<file path="src/rtl/usb_ep_rx_pkg.sv">
package usb_ep_rx_pkg;
    localparam int EP_W = 4;

    typedef enum logic [1:0] {
        ST_OFF   = 2'b00,
        ST_STALL = 2'b01,
        ST_NAK   = 2'b10,
        ST_VALID = 2'b11
    } rx_stat_e;

    typedef enum logic [1:0] {
        HS_ACK   = 2'b00,
        HS_NAK   = 2'b01,
        HS_STALL = 2'b10
    } hs_kind_e;

    typedef struct packed {
        logic            ctrl;
        logic            dtog;
        rx_stat_e        stat;
        logic [EP_W-1:0] ea;
    } ep_reg_t;
endpackage

</file>
<file path="src/rtl/usb_ep_tok_match.sv">
module usb_ep_tok_match #(
    parameter int EP_W = 4
) (
    input  logic            tok_valid,
    input  logic            tok_setup,
    input  logic [EP_W-1:0] tok_ep,
    input  logic [EP_W-1:0] ea,
    input  logic            ctrl,
    output logic            arm,
    output logic            setup_hit
);
    logic addr_eq;

    always_comb begin
        addr_eq   = (tok_ep == ea);
        arm       = tok_valid && addr_eq && (!tok_setup || ctrl);
        setup_hit = tok_valid && addr_eq && tok_setup && ctrl;
    end
endmodule

</file>
<file path="src/rtl/usb_ep_rx_decide.sv">
module usb_ep_rx_decide
    import usb_ep_rx_pkg::*;
(
    input  logic     armed,
    input  logic     pkt_valid,
    input  logic     pkt_pid1,
    input  logic     pkt_err,
    input  rx_stat_e stat,
    input  logic     dtog,
    output logic     hs_en,
    output hs_kind_e hs_kind,
    output logic     accept
);
    logic judge;

    always_comb begin
        judge   = armed && pkt_valid && !pkt_err;
        hs_en   = 1'b0;
        hs_kind = HS_ACK;
        accept  = 1'b0;
        if (judge) begin
            unique case (stat)
                ST_OFF:   hs_en = 1'b0;
                ST_STALL: begin hs_en = 1'b1; hs_kind = HS_STALL; end
                ST_NAK:   begin hs_en = 1'b1; hs_kind = HS_NAK;   end
                ST_VALID: begin
                    hs_en   = 1'b1;
                    hs_kind = HS_ACK;
                    accept  = (pkt_pid1 == dtog);
                end
                default:  hs_en = 1'b0;
            endcase
        end
    end
endmodule

</file>
<file path="src/rtl/usb_out_ep_rx.sv">
module usb_out_ep_rx
    import usb_ep_rx_pkg::*;
#(
    parameter int EPW = 4,
    localparam int REG_W = EPW + 4
) (
    input  logic             clk,
    input  logic             rst_n,
    input  logic             bus_rst,
    input  logic             sw_wr,
    input  logic [REG_W-1:0] sw_wdata,
    output logic [REG_W-1:0] sw_rdata,
    input  logic             ctr_clr,
    input  logic             tok_valid,
    input  logic             tok_setup,
    input  logic [EPW-1:0]   tok_ep,
    input  logic             pkt_valid,
    input  logic             pkt_pid1,
    input  logic             pkt_err,
    output logic             hs_valid,
    output logic [1:0]       hs_code,
    output logic             data_accept,
    output logic             ctr
);
    typedef struct packed {
        logic           ctrl;
        logic           dtog;
        rx_stat_e       stat;
        logic [EPW-1:0] ea;
        logic           ctr;
        logic           armed;
        logic           hs_v;
        hs_kind_e       hs_k;
        logic           acc;
    } state_t;

    state_t st_d, st_q;

    logic     arm_w, setup_w;
    logic     hs_en_w, accept_w;
    hs_kind_e hs_kind_w;

    usb_ep_tok_match #(.EP_W(EPW)) match_i (
        .tok_valid (tok_valid),
        .tok_setup (tok_setup),
        .tok_ep    (tok_ep),
        .ea        (st_q.ea),
        .ctrl      (st_q.ctrl),
        .arm       (arm_w),
        .setup_hit (setup_w)
    );

    usb_ep_rx_decide decide_i (
        .armed     (st_q.armed),
        .pkt_valid (pkt_valid),
        .pkt_pid1  (pkt_pid1),
        .pkt_err   (pkt_err),
        .stat      (st_q.stat),
        .dtog      (st_q.dtog),
        .hs_en     (hs_en_w),
        .hs_kind   (hs_kind_w),
        .accept    (accept_w)
    );

    always_comb begin
        st_d      = st_q;
        st_d.hs_v = 1'b0;
        st_d.hs_k = HS_ACK;
        st_d.acc  = 1'b0;

        // software write first; hardware updates below override it
        if (sw_wr) begin
            st_d.ctrl = sw_wdata[REG_W-1];
            st_d.dtog = sw_wdata[REG_W-2];
            st_d.stat = rx_stat_e'(sw_wdata[REG_W-3 -: 2]);
            st_d.ea   = sw_wdata[EPW-1:0];
        end
        if (ctr_clr) st_d.ctr = 1'b0;

        if (pkt_valid) st_d.armed = 1'b0;
        if (tok_valid) st_d.armed = arm_w;
        if (setup_w)   st_d.dtog  = 1'b0;

        if (hs_en_w) begin
            st_d.hs_v = 1'b1;
            st_d.hs_k = hs_kind_w;
        end
        if (accept_w) begin
            st_d.acc  = 1'b1;
            st_d.dtog = ~st_q.dtog;
            st_d.stat = ST_NAK;
            st_d.ctr  = 1'b1;
        end

        if (bus_rst) begin
            st_d.ctrl  = 1'b0;
            st_d.dtog  = 1'b0;
            st_d.stat  = ST_OFF;
            st_d.ctr   = 1'b0;
            st_d.armed = 1'b0;
            st_d.hs_v  = 1'b0;
            st_d.acc   = 1'b0;
        end
    end

    always_ff @(posedge clk or negedge rst_n) begin
        if (!rst_n) begin
            st_q <= '0;
        end else begin
            st_q <= st_d;
        end
    end

    assign sw_rdata    = {st_q.ctrl, st_q.dtog, st_q.stat, st_q.ea};
    assign hs_valid    = st_q.hs_v;
    assign hs_code     = st_q.hs_k;
    assign data_accept = st_q.acc;
    assign ctr         = st_q.ctr;


    accept_forces_nak_chk: assert property (@(posedge clk) disable iff (!rst_n)
        data_accept |-> (sw_rdata[REG_W-3 -: 2] == 2'b10) && ctr);


    accept_acks_chk: assert property (@(posedge clk) disable iff (!rst_n)
        data_accept |-> hs_valid && (hs_code == 2'b00));


    hs_follows_pkt_chk: assert property (@(posedge clk) disable iff (!rst_n)
        hs_valid |-> $past(pkt_valid));


    dtog_cause_chk: assert property (@(posedge clk) disable iff (!rst_n)
        !$stable(sw_rdata[REG_W-2]) |->
            (data_accept || $past(sw_wr) || $past(bus_rst) || $past(tok_valid)));


    ctr_sticky_chk: assert property (@(posedge clk) disable iff (!rst_n)
        $fell(ctr) |-> $past(ctr_clr) || $past(bus_rst));
endmodule

</file>
<file path="config.mk">
export PLATFORM = sky130hd
export DESIGN_NAME = usb_out_ep_rx
export DESIGN_NICKNAME = d
export VERILOG_FILES = /design/src/rtl/usb_ep_rx_pkg.sv /design/src/rtl/usb_ep_tok_match.sv /design/src/rtl/usb_ep_rx_decide.sv /design/src/rtl/usb_out_ep_rx.sv
export SDC_FILE = /design/constraint.sdc
export NUM_CORES = 1
export LEC_CHECK = 0
export ABC_CLOCK_PERIOD_IN_PS = 2400
export BUFFER_PORTS_ARGS = -buffer_cell sky130_fd_sc_hd__buf_4
export CORE_MARGIN = 5
export CORE_UTILIZATION = 45
export CTS_BUF_LIST = sky130_fd_sc_hd__clkbuf_16
export CTS_CLUSTER_DIAMETER = 50
export CTS_CLUSTER_SIZE = 16
export DETAILED_ROUTE_END_ITERATION = 12
export PLACE_DENSITY = 0.8
export SYNTH_ARGS = -nofsm -noshare
export SYNTH_HDL_FRONTEND = slang
export SYNTH_SLANG_ARGS = --single-unit
</file>
<file path="constraint.sdc">
create_clock -name clk -period 2.4 [get_ports clk]
set_input_delay 0.12 -clock clk [delete_from_list [all_inputs] [get_ports clk]]
set_output_delay 0.12 -clock clk [all_outputs]
set_load 0.01 [all_outputs]
</file>
; ---- Word level (Yosys, flattened, before mapping)
; Index checks and enable logic that the tools add are counted.
[word_totals]
wordCells = 49
output_inout_bits = 13
in_bits = 22
ff_bits = 14
[classes]
n_mux = 18
reduce_logical = 16
eq_ne = 5
n_bitwise = 1
[op_table]
columns = cell, n
row1 = 1-bit two-way mux, 10
row2 = 3-bit two-way mux, 3
row3 = 3-bit nonzero test, 3
row4 = 8-bit two-way mux, 1
row5 = 1-bit logical AND, 6
row6 = "2-bit equality test, second input constant", 2
row7 = 4-bit equality test, 1
row8 = 4-bit two-way mux, 1
row9 = 2-bit case mux with 2 select lines, 1
row10 = 4-bit nonzero test, 1
row11 = 3-bit OR reduction, 1
row12 = "2-bit by 1-bit equality test with 1-bit output, second input constant", 1
row13 = 1-bit logical NOT, 2
row14 = 2-bit logical NOT, 1
row15 = 2-bit two-way mux, 1
row16 = 1-bit case mux with 2 select lines, 1
row17 = 2-bit nonzero test, 1
row18 = 1-bit equality test, 1
row19 = 1-bit logical OR, 1
row20 = 1-bit NOT, 1

; ---- Longest topological paths before layout
[logic_depth]
ltp_word = 7
mapped_depth = 5
mapped_depth_nobuf = 4

; ---- Cells and area by module
; A second synthesis with hierarchy kept.
[hier_totals]
cells_unflattened = 66
area_unflattened_um2 = 738.2
[by_module_without_submodules]
columns = mod, instances, cells_per_inst, seq_area_each_um2, area_per_inst_um2
row1 = usb_out_ep_rx, 1, 49, 350.3, 613.1
row2 = usb_ep_tok_match, 1, 10, 0.0, 63.8
row3 = usb_ep_rx_decide, 1, 7, 0.0, 61.3

; ---- Worst setup path after synthesis
; No wires, ideal clock.
[synth_timing]
path_type = reg2reg
start = register st_q, in the netlist sw_rdata[0]
end = register st_q, in the netlist sw_rdata[6]
required_ns = 2.266
n_path_buf = 0
path_stages_with_launch = 5
slack_ns = 1.316
t_arrival_ns = 0.950
setup_time_ns = 0.134
cell_sequence = dfrtp_1 xnor2_1 nand4_1 o211ai_2 o31ai_2
[synth_via]
elab_chain_len = 7
word_cells_on_any_way = 8
[synth_rtl]
columns = element, line
row1 = start: declaration, usb_out_ep_rx.sv:37  ; state_t st_d, st_q;
row2 = start signal: assignment, usb_out_ep_rx.sv:110  ; st_q <= st_d;
row3 = 4-bit equality test *, usb_ep_tok_match.sv:15  ; addr_eq = (tok_ep == ea);
row4 = 1-bit logical AND * (3 in series), usb_ep_tok_match.sv:17  ; setup_hit = tok_valid && addr_eq && tok_setup && ctrl;
row5 = 1-bit two-way mux, usb_out_ep_rx.sv:82  ; if (setup_w) st_d.dtog = 1'b0;
row6 = 3-bit two-way mux, usb_out_ep_rx.sv:88  ; if (accept_w) begin
row7 = 4-bit two-way mux, usb_out_ep_rx.sv:95  ; if (bus_rst) begin
; Mark *: on every way between the ends. The rest lies on a longest branch, timed or not.
; A chain may end at the register's enable or synchronous reset.

; ---- Worst setup path after layout
; Same ends and word-level chain as after synthesis.

==> impl_metrics.toml <==
[clocking]
cts-buffers-inserted = 3
clk_latency_ns = 0.24
clkSinkCount = 14
htree_num_levels = 1
clock-root-buffer = "clkbuf_16"
tritoncts = "built"
clock_pin_slew_on_the_worst_setup_and_hold_paths_ns = 0.04
post-cts-setup-buffer-count = 0
cts-root-to-sink-buffers = 2

[synthesis]
syn-cell-area_um2 = 672
post_synth_fa_ha_maj_area_fraction_pct = 0
synth_area_leader_cell = "dfrtp_1"
seq_area_frac_synth_pct = 52.1
synth.ff_latch_count = 14
post_synth_and_or_nand_nor_area_fraction_pct = 17.7
dominant_combinational_cell_family_by_area_after_synthesis = "simple AND/OR/NAND/NOR gates"
synth_fp_nets = 77
ys_types = 22
netlist.area_leader.share_pct = 52.1
synth_area_leaders = "dfrtp_1 52%, mux2_2 6.7%, xnor2_1 6.5%"
synth_compound_gate_area_share_pct = 6.52
fraction_of_synthesized_area_in_multiplexers_pct = 12.7
syn_area_per_cell_um2 = 12.2
postSynthCellCount = 55
synth.yosys.warnings = 0
synthXorXnorAreaFrac_pct = 6.52

[floorplan]
die-area_um2 = 2370
die_height_um = 48.6
num_rows = 14
pin_count = 35
coreArea_um2 = 1450
horizontal_die_dimension_um = 48.6
start_util_pct = 46.2

[timing]
report.final.setup_viol = 0
fin_crit_ns = 1.12
rsz0062_at_grt = "no"
fmax_mhz = 890
skew_ns = 0.00163
report.final.slew_viol_count = 0
finalCritPeriodShare_pct = 46.8
final-hold-violation-count = 0
setup-tns-final_ns = 0
max-slew-margin-rel_pct = 83.7
timing_worst_slew_pin_value_ns = 0.243

[worst_setup_path]
worstPathRequired_ns = 2.52
critPathLaunchType = "flop"
critical_path_arrival_ns = 1.24
worstReg2RegEnd = "sw_rdata[6]"
reg2regPathDepth = 4
crit-reg2reg-launch = "sw_rdata[0]"
cp_cell_sequence = "xnor2_1, nand4_1, o211ai_2, o31ai_2"
cpPeakStageDelay_ns = 0.39
rrSetupSlack_ns = 1.28
critical_path_class = "reg -> reg"
critPathCaptureType = "flop"
critical-path-slowest-cell = "dfrtp_1"
critical_path.max_fanout = 3

[global_routing]
grt_max_degree = 15
congestion_overflow_gr = 0
vias_in_the_first_global_route = 615
grt_most_used_layer = "met2"
grt.total_usage_pct = 14.6
antenna_found_initial = 0
grt_first_pass_wirelength_um = 2730
grtUsageMet1_pct = 16.2
globalRouteMet3Util_pct = 4.60
met2_usage_pct = 25.4

[route]
routed_via_density = 5.18
drt_first_iter_violations = 1
drt_pre_antenna_iters = 3
drt_drc_violations_left = 0
ant_nets = 0
totalWireLength_um = 1590
route.detailed.wl_per_inst_um = 15.2
num_vias = 544

[job]
maxCapViolCount = 0

[final_layout]
layout-drive-gt1-share_pct = 51.7
num_antenna_cells = 0
final_util_pct = 69.2
fillerInstances = 117
register_area_um2 = 350
multiInputGateArea_um2 = 292
layout.cells.most_common = "buf_4"
finalNetCount = 113
area_growth_syn_to_layout_pct = 49.7
mostFrequentLayoutCells = "34 x buf_4, 14 x dfrtp_1, 6 x nor2_1"

[hold_path]
holdCritPathClass = "in -> reg"
worstHoldPathCells = 2
hold_end = "sw_rdata[0]"
min_from = "sw_wdata[0]"

[pwr]
static-leakage-power_nw = 0.494
max-vdd-ir-drop_mv = 0.420
power-per-cell-area_nw_per_um2 = 656

[placement]
io_buffer_count = 34
finalWeightedCongestion = 0.726
hpwl_um = 1190

[status]
run_status = "finished, final reports clean"
## where the power goes
| group | leakage, nW | internal [W] | total [W] | switching [W] |
|---|---|---|---|---|
| sequential | 0.184 | 0.000248 | 0.000260 | 0.0000124 |
| combinational | 0.273 | 0.0000591 | 0.0000984 | 0.0000392 |
| clock | 0.0370 | 0.000217 | 0.000301 | 0.0000844 |
## worst max-delay path: cells and delay by family (launching register included)
family	cells	cell delay, ns
AOI/OAI and AO/OA	2	0.25
DFF	1	0.39
and+or+nand+nor	1	0.15
xor gates and xnor gates	1	0.22
## synth_stat cells
cell type  instances
nand4_1            1
nor2_1             6
nand3_1            2
nor2b_1            1
a21oi_1            2
a2bb2oi_1          1
o31ai_2            1
mux2i_1            4
buf_4              3
clkbuf_1           1
mux2_2             4
nor3_2             1
nand3b_1           1
xnor2_1            5
and4b_4            1
o211ai_2           1
nand3_4            1
inv_1              1
nor3_1             1
nor3b_1            1
nand2b_1           2
dfrtp_1           14
## final cells by class
cell class	count	share of cell area, %
Multi-Input combinational cell	36	29.0
Clock buffer	3	7.46
Sequential cell	14	34.8
Tap cell	16	1.99
Inverter	1	0.373
Timing Repair Buffer	35	26.4
## worst max-delay path by stage
stage               cells after the start           to        start
global placement                        4  sw_rdata[6]  sw_rdata[6]
global route                            4  sw_rdata[6]  sw_rdata[0]
detailed placement                      4  sw_rdata[6]  sw_rdata[0]
finish                                  4  sw_rdata[6]  sw_rdata[0]
CTS                                     4  sw_rdata[6]  sw_rdata[0]
floorplan                               4  sw_rdata[6]  sw_rdata[0]
## what timing repair did
action / 4_1_cts / 5_1_grt
resized for setup: 0 / 0
endpoints found under the hold margin: 14 / 0
hold buffers: 1 / 0
## per-stage QoR
stage | hold WS [ns] | instances | power, W | worst slack [ns] | instance area [µm²]
2_1_floorplan | -0.176 | 55 | 0.000309 | 1.32 | 672
3_3_place_gp | -0.0239 | 101 | 0.000358 | 1.28 | 921
3_5_place_dp | -0.0225 | 101 | 0.000361 | 1.28 | 921
4_1_cts | 0.119 | 105 | 0.000662 | 1.27 | 1010
5_1_grt | 0.124 | 105 | 0.000685 | 1.19 | 1010
6_report | 0.116 | 105 | 0.000660 | 1.28 | 1010
## registers in the layout, summed over array words and instances (netlist names)
name,cells
data_accept,1
hs_valid,1
sw_rdata,8
st_q,1
ctr,1
hs_code,2
## layer usage
metal / wire length, µm / up-vias
met3: 113 / 2
met4: 16 / 0
met5: 0 / -
met1: 605 / 263
met2: 858 / 20
li1: - / 259
## cells by family after synthesis
family | count (synthesis)
AOI/OAI and AO/OA | 5
xor gates and xnor gates | 5
buffers and inverters | 5
DFF | 14
muxes | 8
and+or+nand+nor | 18
No activity file was read; power rests on OpenSTA's default activity.
